===== src/rtl/dchain_pkg.sv =====
// Shared constants and types for the descriptor-chain DMA engine.
// Assumes 32-bit data words and byte addressing with word-aligned accesses.
package dchain_pkg;
    localparam int WORD_W     = 32;
    localparam int DESC_WORDS = 5;
    localparam int IDX_W      = $clog2(DESC_WORDS);
    localparam int REG_AW     = 4;

    // descriptor word positions (the engine fetches them in this order)
    localparam int D_SRC  = 0;
    localparam int D_DST  = 1;
    localparam int D_NEXT = 2;
    localparam int D_CTLA = 3;
    localparam int D_CTLB = 4;

    // register offsets, selected by reg_addr[3:2]
    localparam logic [1:0] RS_CTRL   = 2'd0;
    localparam logic [1:0] RS_PTR    = 2'd1;
    localparam logic [1:0] RS_STATUS = 2'd2;

    typedef enum logic [2:0] {
        ST_IDLE,
        ST_FETCH,
        ST_READ,
        ST_WRITE,
        ST_WBACK
    } eng_state_e;
endpackage


===== src/rtl/dchain_regs.sv =====
// Register slave of the DMA engine: control, first-descriptor pointer and status.
// Assumes single-cycle strobes; read data is registered and holds until the next read.
module dchain_regs
    import dchain_pkg::*;
#(
    parameter int AW = 32
) (
    input  logic              clk,
    input  logic              rst_n,
    input  logic              reg_sel,
    input  logic              reg_wr,
    input  logic [REG_AW-1:0] reg_addr,
    input  logic [WORD_W-1:0] reg_wdata,
    output logic [WORD_W-1:0] reg_rdata,
    input  logic              buf_done,
    input  logic              chain_done,
    output logic              start,
    output logic [AW-1:0]     first_ptr,
    output logic              irq_buf,
    output logic              irq_xfer
);
    logic       en_q;
    logic [1:0] stat_q;
    logic       wr_any;
    logic       rd_any;
    logic [1:0] sel;

    assign sel    = reg_addr[3:2];
    assign wr_any = reg_sel && reg_wr;
    assign rd_any = reg_sel && !reg_wr;
    assign start  = wr_any && (sel == RS_CTRL) && reg_wdata[0] && !en_q;

    // enable bit: set by a start write, cleared when the chain ends
    always_ff @(posedge clk) begin
        if (!rst_n)          en_q <= 1'b0;
        else if (start)      en_q <= 1'b1;
        else if (chain_done) en_q <= 1'b0;
    end

    // first descriptor pointer, writable only while idle
    always_ff @(posedge clk) begin
        if (!rst_n)                                   first_ptr <= '0;
        else if (wr_any && sel == RS_PTR && !en_q)    first_ptr <= reg_wdata[AW-1:0];
    end

    // sticky status bits: new events win over a clear-on-read in the same cycle
    always_ff @(posedge clk) begin
        if (!rst_n) stat_q <= '0;
        else begin
            stat_q <= ((rd_any && sel == RS_STATUS) ? 2'b00 : stat_q)
                      | {chain_done, buf_done};
        end
    end

    // registered read data
    always_ff @(posedge clk) begin
        if (!rst_n) reg_rdata <= '0;
        else if (rd_any) begin
            case (sel)
                RS_CTRL:   reg_rdata <= {{(WORD_W-1){1'b0}}, en_q};
                RS_PTR:    reg_rdata <= WORD_W'(first_ptr);
                RS_STATUS: reg_rdata <= {{(WORD_W-2){1'b0}}, stat_q};
                default:   reg_rdata <= '0;
            endcase
        end
    end

    assign irq_buf  = stat_q[0];
    assign irq_xfer = stat_q[1];
endmodule


===== src/rtl/dchain_engine.sv =====
// Channel engine: fetches descriptors, copies buffers word by word, writes back
// control A and follows the chain. Assumes mem_ready only while mem_req is high.
module dchain_engine
    import dchain_pkg::*;
#(
    parameter int AW = 32,
    parameter int CW = 16
) (
    input  logic              clk,
    input  logic              rst_n,
    input  logic              start,
    input  logic [AW-1:0]     first_ptr,
    output logic              mem_req,
    output logic              mem_we,
    output logic [AW-1:0]     mem_addr,
    output logic [WORD_W-1:0] mem_wdata,
    input  logic              mem_ready,
    input  logic [WORD_W-1:0] mem_rdata,
    output logic              buf_done,
    output logic              chain_done,
    output logic              busy,
    output logic              wb_phase
);
    localparam logic [AW-1:0] STEP    = AW'(4);
    localparam logic [AW-1:0] CTLA_OF = AW'(4 * D_CTLA);

    eng_state_e        state;
    logic [IDX_W-1:0]  widx;
    logic [AW-1:0]     desc_addr;
    logic [AW-1:0]     src_cur;
    logic [AW-1:0]     dst_cur;
    logic [AW-1:0]     nxt_ptr;
    logic [WORD_W-1:0] ctla;
    logic [WORD_W-1:0] ctlb;
    logic [WORD_W-1:0] data_q;
    logic [CW-1:0]     moved;
    logic [CW-1:0]     moved_inc;
    logic              ack;
    logic              last_desc;
    logic [WORD_W-1:0] wb_word;

    assign ack       = mem_req && mem_ready;
    assign moved_inc = moved + 1'b1;
    assign last_desc = ctlb[0] || (nxt_ptr == '0);
    assign wb_word   = {1'b1, ctla[WORD_W-2:CW], moved};

    // main sequencer and working registers
    always_ff @(posedge clk) begin
        if (!rst_n) begin
            state     <= ST_IDLE;
            widx      <= '0;
            desc_addr <= '0;
            src_cur   <= '0;
            dst_cur   <= '0;
            nxt_ptr   <= '0;
            ctla      <= '0;
            ctlb      <= '0;
            data_q    <= '0;
            moved     <= '0;
        end else begin
            case (state)
                ST_IDLE: if (start) begin
                    desc_addr <= first_ptr;
                    widx      <= '0;
                    state     <= ST_FETCH;
                end
                ST_FETCH: if (ack) begin
                    case (int'(widx))
                        D_SRC:   src_cur <= mem_rdata[AW-1:0];
                        D_DST:   dst_cur <= mem_rdata[AW-1:0];
                        D_NEXT:  nxt_ptr <= mem_rdata[AW-1:0];
                        D_CTLA:  ctla    <= mem_rdata;
                        default: ctlb    <= mem_rdata;
                    endcase
                    if (int'(widx) == DESC_WORDS - 1) begin
                        moved <= '0;
                        state <= (ctla[CW-1:0] == '0) ? ST_WBACK : ST_READ;
                    end else begin
                        widx <= widx + 1'b1;
                    end
                end
                ST_READ: if (ack) begin
                    data_q <= mem_rdata;
                    state  <= ST_WRITE;
                end
                ST_WRITE: if (ack) begin
                    src_cur <= src_cur + STEP;
                    dst_cur <= dst_cur + STEP;
                    moved   <= moved_inc;
                    state   <= (moved_inc == ctla[CW-1:0]) ? ST_WBACK : ST_READ;
                end
                ST_WBACK: if (ack) begin
                    if (last_desc) begin
                        state <= ST_IDLE;
                    end else begin
                        desc_addr <= nxt_ptr;
                        widx      <= '0;
                        state     <= ST_FETCH;
                    end
                end
                default: state <= ST_IDLE;
            endcase
        end
    end

    // master port drive, decoded from the current state
    always_comb begin
        mem_req   = 1'b0;
        mem_we    = 1'b0;
        mem_addr  = '0;
        mem_wdata = '0;
        case (state)
            ST_FETCH: begin
                mem_req  = 1'b1;
                mem_addr = desc_addr + (AW'(widx) << 2);
            end
            ST_READ: begin
                mem_req  = 1'b1;
                mem_addr = src_cur;
            end
            ST_WRITE: begin
                mem_req   = 1'b1;
                mem_we    = 1'b1;
                mem_addr  = dst_cur;
                mem_wdata = data_q;
            end
            ST_WBACK: begin
                mem_req   = 1'b1;
                mem_we    = 1'b1;
                mem_addr  = desc_addr + CTLA_OF;
                mem_wdata = wb_word;
            end
            default: ;
        endcase
    end

    assign buf_done   = (state == ST_WBACK) && ack;
    assign chain_done = buf_done && last_desc;
    assign busy       = (state != ST_IDLE);
    assign wb_phase   = (state == ST_WBACK);
endmodule


===== src/rtl/dchain_dma.sv =====
// Top of the descriptor-chain DMA engine: register slave plus channel engine.
// Assumes a single-beat memory slave that answers only pending requests.
module dchain_dma
    import dchain_pkg::*;
#(
    parameter int AW = 32,
    parameter int CW = 16
) (
    input  logic              clk,
    input  logic              rst_n,
    input  logic              reg_sel,
    input  logic              reg_wr,
    input  logic [REG_AW-1:0] reg_addr,
    input  logic [WORD_W-1:0] reg_wdata,
    output logic [WORD_W-1:0] reg_rdata,
    output logic              mem_req,
    output logic              mem_we,
    output logic [AW-1:0]     mem_addr,
    output logic [WORD_W-1:0] mem_wdata,
    input  logic              mem_ready,
    input  logic [WORD_W-1:0] mem_rdata,
    output logic              irq_buf,
    output logic              irq_xfer
);
    logic          start;
    logic [AW-1:0] first_ptr;
    logic          buf_done;
    logic          chain_done;
    logic          eng_busy;
    logic          eng_wb;

    dchain_regs #(.AW(AW)) u_regs (
        .clk        (clk),
        .rst_n      (rst_n),
        .reg_sel    (reg_sel),
        .reg_wr     (reg_wr),
        .reg_addr   (reg_addr),
        .reg_wdata  (reg_wdata),
        .reg_rdata  (reg_rdata),
        .buf_done   (buf_done),
        .chain_done (chain_done),
        .start      (start),
        .first_ptr  (first_ptr),
        .irq_buf    (irq_buf),
        .irq_xfer   (irq_xfer)
    );

    dchain_engine #(.AW(AW), .CW(CW)) u_eng (
        .clk        (clk),
        .rst_n      (rst_n),
        .start      (start),
        .first_ptr  (first_ptr),
        .mem_req    (mem_req),
        .mem_we     (mem_we),
        .mem_addr   (mem_addr),
        .mem_wdata  (mem_wdata),
        .mem_ready  (mem_ready),
        .mem_rdata  (mem_rdata),
        .buf_done   (buf_done),
        .chain_done (chain_done),
        .busy       (eng_busy),
        .wb_phase   (eng_wb)
    );
endmodule


===== config.mk =====
export PLATFORM = sky130hd
export DESIGN_NAME = dchain_dma
export DESIGN_NICKNAME = d
export VERILOG_FILES = /design/src/rtl/dchain_pkg.sv /design/src/rtl/dchain_regs.sv /design/src/rtl/dchain_engine.sv /design/src/rtl/dchain_dma.sv
export SDC_FILE = /design/constraint.sdc
export NUM_CORES = 1
export LEC_CHECK = 0
export BUFFER_PORTS_ARGS = -buffer_cell sky130_fd_sc_hd__buf_2
export CORE_ASPECT_RATIO = 2
export CORE_MARGIN = 4
export CORE_UTILIZATION = 30
export CTS_BUF_LIST = sky130_fd_sc_hd__clkbuf_16
export DETAILED_ROUTE_END_ITERATION = 8
export GPL_TIMING_DRIVEN = 1
export HOLD_SLACK_MARGIN = 0.03
export PLACE_DENSITY = 0.51
export SLEW_MARGIN = 20
export SYNTH_ARGS = -nofsm -noshare
export SYNTH_HDL_FRONTEND = slang
export SYNTH_SLANG_ARGS = --single-unit

===== constraint.sdc =====
create_clock -name clk -period 6.1 [get_ports clk]
set_input_delay 0.305 -clock clk [delete_from_list [all_inputs] [get_ports clk]]
set_output_delay 0.305 -clock clk [all_outputs]
set_load 0.1 [all_outputs]

==> flow_metrics.env, run 1 <==
export IMPL_required_ns=5.79
export IMPL_p_leak_nw=6.01
export IMPL_nets=2078
export IMPL_maxCapViolations=0
export IMPL_numCtsBuffers=28
export IMPL_cts_tree="done"
export IMPL_cts_resized=0
export IMPL_finalCritPeriodShare_pct=81.0
export IMPL_gr_usage_met3_pct=3.28
export IMPL_core_area_sq_mm=0.0465
export IMPL_cts_root_buf="clkbuf_16"
export IMPL_antenna_cells=0
export IMPL_report_final_slew_viol_count=0
export IMPL_hp_class="primary input to register"
export IMPL_tns_ns=0
export IMPL_final_common_cell="nand2_1"
export IMPL_hold_slack_ns=0.0632
export IMPL_drtPass1Iterations=8
export IMPL_p_per_area_mw_per_mm2=234
export IMPL_synth_area_sq_mm=0.0141
export IMPL_mostFrequentLayoutCells="429 x nand2_1, 281 x dfxtp_1, 206 x a21oi_1"
export IMPL_numClockSinks=281
export IMPL_postCtsSetupBuffers=0
export IMPL_synth_area_per_cell_sq_um=7.55
export IMPL_use_met1_pct=22.0
export IMPL_yosysSeqAreaShare_pct=40.0
export IMPL_maxSlewHeadroom_pct=27.9
export IMPL_antenna_found_initial=0
export IMPL_layout_drive_gt1_share_pct=14.2
export IMPL_area_growth_pct=19.6
export IMPL_dieArea_sq_mm=0.0506
export IMPL_ys_ff_latch=281
export IMPL_startpoint_type="register"
export IMPL_synth_edf_count=0
export IMPL_crit_top_cell="nand2_1"
export IMPL_cpPeakStageDelay_ns=0.75
export IMPL_synthArstFlopShare_pct=0
export IMPL_met2_usage_pct=37.0
export IMPL_die_h_um=314
export IMPL_cp_arrival_ns=4.63
export IMPL_crit_slowest_cell="nor3b_1"
export IMPL_peakVddDrop_uv=205
export IMPL_cts_clk_slew_worst_paths_ns=0.07
export IMPL_finalPower_mw=3.94
export IMPL_dp_cells=2543
export IMPL_dp_hpwl_mm=37.9
export IMPL_finalWirelength_mm=52.1
export IMPL_status="finished, final reports clean"
export IMPL_place_congestion=0.859
export IMPL_globalRouteOverflowTotal=0
export IMPL_drt_initial_drc_count=943
export IMPL_cp_max_fo=23
export IMPL_vias=14100
export IMPL_synth_warning_count=0
export IMPL_portBuffers=170
export IMPL_cp_cell_sequence="buf_4, inv_1, or3_1, nand2_1, ha_1, fa_1, a21o_1, nand2_1, nor3b_1, nand4_1, xor2_1, o211ai_1, buf_2"
export IMPL_grt_max_degree=119
export IMPL_synth_cells=1864
export IMPL_fin_util_pct=36.2
export IMPL_cp_end_kind="primary output"
export IMPL_initial_utilization_pct=30.2
export IMPL_wl_per_cell_um=19.7
export IMPL_grt_setup_unrepaired="no"
export IMPL_cts_buffer_depth=3
export IMPL_fin_worst_skew_ns=0.0163
export IMPL_ios=173
export IMPL_viasPerCell=5.32
export IMPL_htreeDepth=1
export IMPL_grt_busiest_layer="met2"
export IMPL_insertion_delay_ns=0.57
export IMPL_drc=0
export IMPL_fmax_ghz=0.202
export IMPL_synth_top_flop_cell="dfxtp_1"
export IMPL_setup_viol=0
export IMPL_finalHoldViolations=0
export IMPL_crit_type="register to primary output"
export IMPL_chipWidth_um=161
export IMPL_rows=112
export IMPL_synth_cell_type_count=78
export IMPL_min_period_ns=4.94
export IMPL_grt_pass1_vias=13900
export IMPL_grt_util_all_layers_pct=19.8
export IMPL_syn_num_nets=1949
export IMPL_drtAntennaViolNets=0
export IMPL_tightest_slew_ns=1.08
export IMPL_final_cell_count_no_fill=2642
export IMPL_grt_first_pass_wirelength_mm=80.7
==> critical path, delay by kind of cell (launching register included) <==
family	cells	cell delay, ns
compound gates	2	0.35
xor+xnor	1	0.19
fa+ha+maj	2	0.41
buf+inv	3	0.85
flops	1	0.33
simple gates	5	1.95
==> metal layers <==
metal  vias to the layer above  part of all wire (%)
li1                       6875                     -
met1                      6656                    38
met2                       405                    52
met3                       116                   5.3
met4                         0                   4.4
met5                         -                     0
==> cell usage after synthesis (14+ instances only) <==
master    number  area [sq um]
buf_2         22           110
nand3_1       40           200
nand2_1      429          1610
and3_1        18           113
nand4_1       31           194
a311oi_1      42           368
a31oi_1       17           106
nor3_1        27           135
o22ai_1       14          87.6
a22oi_1       66           495
o21ai_0       77           385
a22o_1        31           272
inv_1         16          60.1
nor2_1       168           631
nor4_1        19           119
xor2_1        26           228
clkbuf_1     113           424
a21oi_1      206          1030
xnor2_1       22           193
dfxtp_1      281          5630
==> layout make-up <==
cell class	instances	area (sq um)
multi-input cells	1416	7810
fillers	4920	29700
clock inverters	23	250
well taps	627	785
repair buffers	248	1550
flip-flops and latches	281	5630
inverters	18	72.6
clock buffers	29	726
==> metrics by stage <==
stage | setup WS, ns | instance area, sq um
detailed placement | 1.66 | 15400
finish | 1.16 | 16800
global route | 0.836 | 16800
global placement | 1.70 | 15400
CTS | 1.02 | 16800
floorplan | 1.19 | 14100
==> sequential cells by signal, indices dropped and copies added (netlist names), 2 cells and up <==
| register | count |
|---|---|
| u_eng.data_q | 32 |
| u_eng.nxt_ptr | 32 |
| u_eng.state | 3 |
| u_eng.ctla | 31 |
| u_eng.widx | 3 |
| u_eng.desc_addr | 32 |
| u_regs.stat_q | 2 |
| u_eng.moved | 16 |
| u_eng.src_cur | 32 |
| u_eng.dst_cur | 32 |
| u_regs.reg_rdata | 32 |
| u_regs.first_ptr | 32 |
==> power by group <==
part	switching [mW]	total, mW	internal, mW
sequential	0.0146	1.86	1.85
clock	0.800	1.88	1.08
combinational	0.129	0.197	0.0682
total	0.944	3.94	2.99
==> path summary, 6_finish.rpt <==
| kind | start | end | slack (ns) | depth (start not counted) |
|---|---|---|---|---|
| worst max-delay path | u_eng.state[2]$_SDFFE_PN0P_ | mem_addr[30] | 1.16 | 13 |
| worst min-delay path | mem_rdata[17] | u_eng.nxt_ptr[17]$_SDFFE_PN0P_ | 0.06 | 3 |
| worst max register to register | u_eng.state[2]$_SDFFE_PN0P_ | u_eng.dst_cur[29]$_SDFFE_PN0P_ | 3.00 | 8 |
| worst min register to register | u_eng.data_q[14]$_SDFFE_PN0P_ | u_eng.data_q[14]$_SDFFE_PN0P_ | 0.45 | 2 |
==> logic make-up after synthesis <==
group | count (synthesis) | share of synthesized area, %
AOI/OAI and AO/OA | 543 | 25.0
adders and majority gates | 12 | 1.12
DFF | 281 | 40.0
and+or+nand+nor | 801 | 25.2
muxes | 12 | 0.907
xor gates and xnor gates | 48 | 2.99
buffers and inverters | 167 | 4.73
==> timing repair <==
action                                 CTS  global route
hold buffers                            47             0
endpoints found under the hold margin   65             0
setup endpoints to repair                0             0
Power figures use the tool's default switching activity.
==> run 2: changes to the inputs <==
--- a/config.mk
+++ b/config.mk
@@ -5,6 +5,7 @@
 export SDC_FILE = /design/constraint.sdc
 export NUM_CORES = 1
 export LEC_CHECK = 0
+export ABC_AREA = 1
 export BUFFER_PORTS_ARGS = -buffer_cell sky130_fd_sc_hd__buf_2
 export CORE_ASPECT_RATIO = 2
 export CORE_MARGIN = 4
@@ -13,7 +14,7 @@
 export DETAILED_ROUTE_END_ITERATION = 8
 export GPL_TIMING_DRIVEN = 1
 export HOLD_SLACK_MARGIN = 0.03
-export PLACE_DENSITY = 0.51
+export PLACE_DENSITY = 0.52
 export SLEW_MARGIN = 20
 export SYNTH_ARGS = -nofsm -noshare
 export SYNTH_HDL_FRONTEND = slang
==> constraint.sdc (replaced) <==
create_clock -name clk -period 4.5 [get_ports clk]
set_input_delay 0.225 -clock clk [delete_from_list [all_inputs] [get_ports clk]]
set_output_delay 0.225 -clock clk [all_outputs]
set_load 0.1 [all_outputs]
==> run 2 against run 1 <==
Compared with the run above:
- highest routed layer unchanged
- cell count rose by 14%
- clock-buffer cell count down 1
- die area increased by 6.0%
- register-to-register slack got worse by 1.9 ns
- sequential cell count unchanged
- clock power grew 34%
- synthesized area up 6.3%
- via count up 9.4%
- largest cell class unchanged
- global-route usage increased by 0.77 points
- worst hold slack worse by 0.0074 ns
- synthesized cell count increased by 19%
- first-iteration DRC count rose by 26%
==> flow_metrics.env, run 2 <==
export IMPL_synthMuxAreaShare_pct=0
export IMPL_cts_root_buf="clkbuf_16"
export IMPL_globalRouteOverflowTotal=0
export IMPL_status="finished, final reports clean"
export IMPL_synth_edf_count=0
export IMPL_drc=0
export IMPL_fmax_ghz=0.238
export IMPL_chipWidth_um=166
export IMPL_synth_top_cells_by_count="410 x nand2_1, 283 x o21ai_0, 281 x dfxtp_1, 279 x nor2_1, 208 x inv_1"
export IMPL_layout_drive_gt1_share_pct=13.1
export IMPL_dpl_instance_area_sq_mm=0.0163
export IMPL_finalHoldViolations=0
export IMPL_maxSlewHeadroom_pct=37.6
export IMPL_synth_compound_area_share_pct=21.9
export IMPL_grt_max_degree=112
export IMPL_synth_most_common_cell="nand2_1"
export IMPL_mostFrequentLayoutCells="410 x nand2_1, 281 x dfxtp_1, 279 x o21ai_0"
export IMPL_post_place_ws_ns=0.691
export IMPL_synthArstFlopShare_pct=0
export IMPL_yosysTopAreaCellShare_pct=37.6
export IMPL_cp_cell_sequence="nor2_2, inv_2, nor2_4, inv_4, nand2_1, ha_1, nand3_1, nand2_1, nand4_1, nor2_1, inv_1, nor2_1, nor2_1, o311ai_1, buf_2"
export IMPL_tns_ns=0
export IMPL_required_ns=4.28
export IMPL_antenna_found_initial=0
export IMPL_synth_cells=2209
export IMPL_yosysSeqAreaShare_pct=37.6
export IMPL_synth_top_family_by_area="simple AND/OR/NAND/NOR gates"
export IMPL_antenna_cells=0
export IMPL_final_common_cell="nand2_1"
export IMPL_crit_type="register to primary output"
export IMPL_portBuffers=170
export IMPL_cp_end_kind="primary output"
export IMPL_synth_area_sq_mm=0.0149
export IMPL_yosysTopAreaCell="dfxtp_1"
export IMPL_hp_class="primary input to register"
export IMPL_fin_worst_skew_ns=0.00979
export IMPL_rows=115
export IMPL_yosys_area_share_xor_xnor_pct=1.85
export IMPL_die_h_um=324
export IMPL_worst_slack_ns=0.292
export IMPL_finalCritPeriodShare_pct=93.5
export IMPL_postCtsSetupBuffers=0
export IMPL_report_final_slew_viol_count=0
export IMPL_htreeDepth=1
export IMPL_finalWirelength_mm=57.9
export IMPL_finalPower_mw=6.26
export IMPL_crit_slowest_cell="buf_2"
export IMPL_synthAdderAreaFrac_pct=1.05
export IMPL_synth_area_leaders="dfxtp_1 38%, nand2_1 10%, o21ai_0 9.5%"
export IMPL_cts_buffer_depth=3
export IMPL_viasPerCell=5.09
export IMPL_p_leak_nw=7.08
export IMPL_grt_setup_unrepaired="no"
export IMPL_numCtsBuffers=28
export IMPL_ys_ff_latch=281
export IMPL_worstPathBufferInverterCount=4
export IMPL_synth_top_flop_cell="dfxtp_1"
export IMPL_synth_cell_type_count=55
export IMPL_cp_max_fo=12
export IMPL_initial_utilization_pct=30.4
export IMPL_maxCapViolations=0
export IMPL_drtPass1Iterations=6
export IMPL_setup_viol=0
export IMPL_synth_area_per_cell_sq_um=6.77
export IMPL_drtAntennaViolNets=0
export IMPL_insertion_delay_ns=0.58
export IMPL_cts_clk_slew_worst_paths_ns=0.06
export IMPL_numClockSinks=281
export IMPL_cp_arrival_ns=3.98
export IMPL_min_period_ns=4.21
export IMPL_syn_num_nets=2294
export IMPL_vias=15400
export IMPL_synth_simple_area_share_pct=28.5
export IMPL_design_area_sq_mm=0.0178
export IMPL_area_growth_pct=18.9
export IMPL_grt_first_pass_wirelength_mm=87.6
export IMPL_dp_hpwl_mm=42.9
export IMPL_n_fill_cell=5349
export IMPL_core_area_sq_mm=0.0492
export IMPL_cpPeakStageDelay_ns=0.54
export IMPL_place_congestion=0.945
export IMPL_wl_per_cell_um=19.2
export IMPL_drt_initial_drc_count=1188
export IMPL_tightest_slew_ns=0.935
export IMPL_crit_family="simple AND/OR/NAND/NOR gates"
export IMPL_synth_warning_count=0
export IMPL_dieArea_sq_mm=0.0537
export IMPL_crit_top_cell="nor2_1"
export IMPL_p_per_area_mw_per_mm2=352
export IMPL_nets=2444
export IMPL_grt_util_all_layers_pct=20.6
export IMPL_cts_tree="done"
export IMPL_ios=173
export IMPL_grt_pass1_vias=14900
export IMPL_peakVddDrop_uv=293
export IMPL_startpoint_type="register"
==> run 2: layout make-up <==
| class | instances | area [sq um] | area share, % |
|---|---|---|---|
| Sequential cell | 281 | 5630 | 31.6 |
| Clock buffer | 28 | 701 | 3.94 |
| Tap cell | 643 | 805 | 4.53 |
| Multi-Input combinational cell | 1583 | 7990 | 45.0 |
| Clock inverter | 21 | 245 | 1.38 |
| Timing Repair Buffer | 240 | 1560 | 8.75 |
| Inverter | 225 | 852 | 4.79 |
==> run 2: kinds of logic (layout without fill, tap and decap cells) <==
group                      Yosys count  after routing
xor gates and xnor gates            29             29
DFF                                281            281
AOI/OAI and AO/OA                  590            590
buffers and inverters              345            514
adders and majority gates           12             12
and+or+nand+nor                    952            952
==> run 2: worst register-to-register path: cells and delay by family, from the launching register on <==
kind	cells	cell delay [ns]
buffers and inverters	5	1.20
DFF	1	0.39
AOI/OAI and AO/OA	2	0.21
and+or+nand+nor	5	1.43
==> run 2: report_power, final <==
part / internal (mW) / switching [mW] / leakage [nW] / total (mW)
clock: 1.42 / 1.10 / 0.483 / 2.52
sequential: 2.60 / 0.140 / 2.27 / 2.74
combinational: 0.291 / 0.701 / 4.33 / 0.992
==> run 2: through the flow <==
stage / utilization [%] / std cells / hold slack, ns
2_1_floorplan: - / 2209 / 0.360
3_3_place_gp: 33.1 / 2921 / 0.434
3_5_place_dp: 33.1 / 2921 / 0.444
4_1_cts: 36.1 / 3021 / 0.0309
5_1_grt: 36.1 / 3021 / 0.0328
6_report: 36.1 / 3021 / 0.0558
==> run 2: path summary, 6_finish.rpt <==
path                                from                       endpoint  slack (ns)  depth (start not counted)
max          u_eng.state[1]$_SDFFE_PN0P_                   mem_addr[11]        0.29                         15
min                        mem_rdata[21]  u_eng.data_q[21]$_SDFFE_PN0P_        0.06                          3
max reg2reg  u_eng.state[1]$_SDFFE_PN0P_    u_eng.ctla[18]$_SDFFE_PN0P_        1.15                         12
min reg2reg  u_eng.ctla[26]$_SDFFE_PN0P_    u_eng.ctla[26]$_SDFFE_PN0P_        0.45                          2
==> run 2: what timing repair did <==
item,in CTS,in global routing
endpoints found under the hold margin,59,0
endpoints found under the setup margin,0,6
hold buffers,51,0
resized for setup,0,9
==> run 2: routing by layer <==
metal | vias up | track usage, % | wire length (um)
li1 | 7669 | - | -
met1 | 7148 | 22.8 | 21900
met2 | 441 | 37.4 | 29500
met3 | 119 | 2.13 | 2350
met4 | 0 | 13.5 | 4180
met5 | - | 0 | 0
